<file path="src/rtl/simd_min_pkg.sv">
// Package: shared types for the partitioned minimum unit.
// Assumes: one flag pair per base lane is all that crosses a lane boundary.
package simd_min_pkg;

    // Per-lane comparison outcome of operand x against operand y
    typedef struct packed {
        logic lt;   // x lane strictly below y lane
        logic eq;   // x lane equal to y lane
    } lane_flags_t;

endpackage

</file>
<file path="src/rtl/simd_lane_cmp.sv">
// Module: simd_lane_cmp
// Compares one base lane of x against y without sign and reports less/equal.
// Assumes: lanes are unsigned digits of a wider number; no carry enters here.
module simd_lane_cmp
    import simd_min_pkg::*;
#(
    parameter int LANE_W = 4
) (
    input  logic [LANE_W-1:0] lane_x,
    input  logic [LANE_W-1:0] lane_y,
    output lane_flags_t       flags
);

    // Form the less and equal flags of this lane
    always_comb begin
        flags.lt = (lane_x < lane_y);
        flags.eq = (lane_x == lane_y);
    end

    // A lane can never be both below and equal
    always_comb begin
        assert_flags_exclusive_R6: assert (!(flags.lt && flags.eq))
            else $error("lane flags both set");
    end

endmodule

</file>
<file path="src/rtl/simd_cmp_cascade.sv">
// Module: simd_cmp_cascade
// Chains the lane flags upward across fused boundaries, then hands each
// segment's top-lane decision back down to every lane of that segment.
// Assumes: cut[k]=1 separates lane k from lane k+1; LANES >= 2.
module simd_cmp_cascade
    import simd_min_pkg::*;
#(
    parameter int LANES = 4,
    localparam int CUTS = LANES - 1
) (
    input  lane_flags_t [LANES-1:0] flags,
    input  logic [CUTS-1:0]         cut,
    output logic [LANES-1:0]        take_x
);

    logic [LANES-1:0] chain_lt;

    // Upward chain: a lane decides if it differs, else defers to the lane below
    always_comb begin
        chain_lt[0] = flags[0].lt;
        for (int i = 1; i < LANES; i++) begin
            chain_lt[i] = flags[i].lt |
                          (flags[i].eq & ~cut[i-1] & chain_lt[i-1]);
        end
    end

    // Downward broadcast: the top lane of each segment sets the segment select
    always_comb begin
        take_x[LANES-1] = chain_lt[LANES-1];
        for (int i = LANES - 2; i >= 0; i--) begin
            take_x[i] = cut[i] ? chain_lt[i] : take_x[i+1];
        end
    end

    // Fused neighbours always agree on the operand
    always_comb begin
        for (int k = 0; k < CUTS; k++) begin
            if (!cut[k]) begin
                assert_fused_agree_R2: assert (take_x[k] == take_x[k+1])
                    else $error("fused lanes %0d/%0d disagree", k, k + 1);
            end
        end
    end

    // With every boundary cut, each lane follows only its own flag
    always_comb begin
        if (&cut) begin
            for (int i = 0; i < LANES; i++) begin
                assert_isolated_lane_R4: assert (take_x[i] == flags[i].lt)
                    else $error("isolated lane %0d leaks", i);
            end
        end
    end

endmodule

</file>
<file path="src/rtl/simd_lane_select.sv">
// Module: simd_lane_select
// Routes, lane by lane, either the x digit or the y digit to the output.
// Assumes: take_x is already uniform across each segment.
module simd_lane_select #(
    parameter int LANE_W = 4,
    parameter int LANES  = 4,
    localparam int DATA_W = LANE_W * LANES
) (
    input  logic [DATA_W-1:0] sel_x,
    input  logic [DATA_W-1:0] sel_y,
    input  logic [LANES-1:0]  take_x,
    output logic [DATA_W-1:0] sel_out
);

    // Per-lane two-way multiplexer
    for (genvar g = 0; g < LANES; g++) begin : g_lane
        assign sel_out[g*LANE_W +: LANE_W] = take_x[g] ? sel_x[g*LANE_W +: LANE_W]
                                                       : sel_y[g*LANE_W +: LANE_W];
    end

    // Every output lane is a copy of one operand lane
    always_comb begin
        for (int i = 0; i < LANES; i++) begin
            assert_lane_is_copy_R8: assert (
                (sel_out[i*LANE_W +: LANE_W] == sel_x[i*LANE_W +: LANE_W]) ||
                (sel_out[i*LANE_W +: LANE_W] == sel_y[i*LANE_W +: LANE_W]))
                else $error("lane %0d is neither operand", i);
        end
    end

endmodule

</file>
<file path="src/rtl/simd_min_unit.sv">
// Module: simd_min_unit (top)
// Per-segment unsigned minimum of two operands, with segment boundaries
// chosen at runtime by part_mask. Purely combinational: no clock, no reset.
// Assumes: LANES >= 2; mask bit k lies between lane k and lane k+1.
module simd_min_unit
    import simd_min_pkg::*;
#(
    parameter int LANE_W = 4,
    parameter int LANES  = 4,
    localparam int DATA_W = LANE_W * LANES,
    localparam int CUTS   = LANES - 1
) (
    input  logic [DATA_W-1:0] op_x,
    input  logic [DATA_W-1:0] op_y,
    input  logic [CUTS-1:0]   part_mask,
    output logic [DATA_W-1:0] min_out
);

    lane_flags_t [LANES-1:0] lane_flags;
    logic [LANES-1:0]        lane_take_x;

    // One comparator slice per base lane
    for (genvar g = 0; g < LANES; g++) begin : g_cmp
        simd_lane_cmp #(.LANE_W(LANE_W)) u_cmp (
            .lane_x (op_x[g*LANE_W +: LANE_W]),
            .lane_y (op_y[g*LANE_W +: LANE_W]),
            .flags  (lane_flags[g])
        );
    end

    simd_cmp_cascade #(.LANES(LANES)) u_cascade (
        .flags  (lane_flags),
        .cut    (part_mask),
        .take_x (lane_take_x)
    );

    simd_lane_select #(.LANE_W(LANE_W), .LANES(LANES)) u_select (
        .sel_x   (op_x),
        .sel_y   (op_y),
        .take_x  (lane_take_x),
        .sel_out (min_out)
    );

    // Fully fused datapath behaves as one wide comparator
    always_comb begin
        if (part_mask == '0) begin
            assert_full_width_R3: assert (min_out == ((op_x < op_y) ? op_x : op_y))
                else $error("full-width minimum wrong");
        end
    end

    // Equal operands yield the common value
    always_comb begin
        if (op_x == op_y) begin
            assert_equal_passes_R7: assert (min_out == op_y)
                else $error("equal operands altered");
        end
    end

endmodule

</file>
<file path="config.mk">
export PLATFORM = sky130hd
export DESIGN_NAME = simd_min_unit
export DESIGN_NICKNAME = d
export VERILOG_FILES = /design/src/rtl/simd_min_pkg.sv /design/src/rtl/simd_lane_cmp.sv /design/src/rtl/simd_cmp_cascade.sv /design/src/rtl/simd_lane_select.sv /design/src/rtl/simd_min_unit.sv
export SDC_FILE = /design/constraint.sdc
export NUM_CORES = 1
export LEC_CHECK = 0
export CAP_MARGIN = 5
export CORE_MARGIN = 2
export CORE_UTILIZATION = 40
export DETAILED_ROUTE_END_ITERATION = 7
export DONT_BUFFER_PORTS = 1
export GPL_TIMING_DRIVEN = 0
export SETUP_SLACK_MARGIN = 0.1
export SKIP_LAST_GASP = 1
export SLEW_MARGIN = 20
export SYNTH_ARGS = -nofsm -noshare
export SYNTH_HDL_FRONTEND = slang
export SYNTH_HIERARCHICAL = 1
export SYNTH_SLANG_ARGS = --single-unit
</file>
<file path="constraint.sdc">
create_clock -name vclk -period 2.8
set_input_delay 0.28 -clock vclk [all_inputs]
set_output_delay 0.28 -clock vclk [all_outputs]
set_load 0.02 [all_outputs]
</file>
==> results summary <==
The buffer count from post-CTS setup fixing is 0. The number of global-route vias before repair came out at 524. Setup repair after global routing left no endpoint under its margin.

The leakage component of the power is 0.3762 nW. For this run, design rule violations remaining after detail routing come to 0. STA classifies the critical path endpoint as an output port. The total area inside the core boundary comes to 1689 µm². The repair_antennas step left the layout with diodes totalling 0.

STA classifies the critical path startpoint as an input pin. The Yosys warning count is 6. The setup-violating endpoint count in the final report came out at 0. The filler cell count in the final layout came out at 174. The finished cells cover 730.7 µm². The transition time at the pin with the least slew margin came out at 0.5634 ns. After detailed routing, the average wire length per cell comes to 13.07 µm. Along the worst path, the maximum fanout reaches 5. IR analysis of the VDD net gives a maximum drop of 0.08522 mV. During I/O placement, the number of pins put on the boundary was 51. The number of cells on the critical path came out at 8.

The utilization after layout came out at 0.4326. The number of max-cap violations is 0. The startpoint of the worst setup timing path is op_y[11].

The area of the die is 2127 µm². The flip-flop and latch area is 0 µm². After the last flow step, the layout net total stands at 145. The number of clock-tree buffers in the layout is 0.

The initial utilization of the core area, before any placement, comes to 0.4200. Compared with the post-synthesis result, the final layout area differs by 2.998%. For this block, the routed nets add up to roughly 1.4 mm of wire.

The number of slew-limit violations in the final report is 0. The post-route setup TNS is 0 ns. The run finished with clean final reports. The critical path goes through inv_1 > ha_1 > a21oi_1 > o21a_1 > or2_1 > o221ai_2 > a32oi_1 > mux2_2.

Summing all placed instances gives a cell area of 730.7 µm². The final-report hold violation count is 0. The detail-routed via count per cell is approximately 5.9.

The pin count of the biggest net entering global routing is 6. The arrival time reported for the critical path endpoint is 2.14 ns. The total power density per cell area came out at 232.3 nW/µm².

The total via count after detailed routing came out at between 600 and 700. The final weighted congestion in routability-driven placement is about 0.71. The wire length of the first global-routing pass is 2.001 mm.

The overall die height is 46.12 µm. The final antenna-violating net count came out at 0. The family with the most delay on the worst path is compound AO/OA/AOI/OAI gates. By startpoint and endpoint, the worst setup path is classified as input pin to output port. The design has 0 sequential cells.

The data required time of the worst path is 2.52 ns. The number of instances in the synthesized netlist is just over 90. The total of hold buffers inserted after clock tree synthesis came out at 0. The clock period minus final worst setup slack came out at 2.419 ns.

The relative slew slack came out at 0.6205. The worst hold path belongs to the class input pin to output port. For this run, the top clock speed supported by timing is just over 0.4 GHz. The number of cells upsized or downsized after cts is 0. The average cell area after synthesis is between 7 and 8 µm². The share of final-layout standard cells stronger than drive strength 1 is 0.2500. The width of the die is 46.12 µm. The remaining global-route overflow is 0. Overall power consumption after layout is estimated at approximately 0.00017 W.

The critical path ends at min_out[3]. The total of buffers placed on input and output ports came out at 0. The first TritonRoute pass finished after 4 iterations.

The buffer and inverter count on the worst path is 1. The initial DRC count came out at 9. The number of antenna violations at the first check in global routing is 0.

The period utilization came out at 0.8640. The longest individual stage delay on the worst path came out at 0.45 ns. The estimated wirelength of the detail-placed design is 1.302 mm. The number of nets handed over by synthesis was 143.

The critical path's slowest cell is mux2_2. After synthesis the cells add up to 709.4 µm². In this run the core area contains 15 standard-cell rows. In the global route stage, overall resource usage came out at 0.1203.
-- layer usage --
metal / global-route usage / vias up / wire (µm)
met3: 0.01961 / 0 / 129
li1: - / 319 / -
met1: 0.1372 / 295 / 558
met5: 0 / - / 0
met4: 0 / 0 / 0
met2: 0.2417 / 26 / 736
-- cell type report --
class	instances	area (µm²)	area share
well taps	17	21.27	0.02911
multi-input cells	69	623.1	0.8527
inverters	23	86.33	0.1182
-- power breakdown --
part | total, W | switching [W] | leakage, nW | internal, W
Clock | 0 | 0 | 0 | 0
Sequential | 0 | 0 | 0 | 0
Combinational | 0.000170 | 0.0000994 | 0.376 | 0.0000704
-- per-stage QoR --
stage,instances,worst slack (ns),hold slack [ns]
floorplan,92,0.5901,0.7493
finish,109,0.3807,0.7510
CTS,109,0.3676,0.7514
global route,109,0.2379,0.7543
detailed placement,109,0.3705,0.7514
global placement,109,0.4480,0.7527
-- how the worst min path moves through the flow --
stage,start,end,slack (ns),cells after the start
floorplan,op_y[0],min_out[0],0.75,1
global placement,op_y[3],min_out[3],0.75,1
detailed placement,op_y[8],min_out[8],0.75,1
CTS,op_y[1],min_out[1],0.75,1
global route,op_y[2],min_out[2],0.75,1
finish,op_y[1],min_out[1],0.75,1
-- placed cells by master, fill, tap and decap left out --
cell type	count
a22oi_1	1
o21ai_0	5
inv_1	23
nand2_1	4
o21a_1	4
nor2_1	2
nor2b_1	2
and4_1	3
o221ai_2	1
nand2b_1	1
a21oi_1	4
a32oi_1	1
and3b_2	1
or2_2	1
or2_1	1
a21oi_2	4
mux2_2	16
ha_1	16
nand3_1	1
a31oi_1	1
No activity file was read; power rests on OpenSTA's default activity.
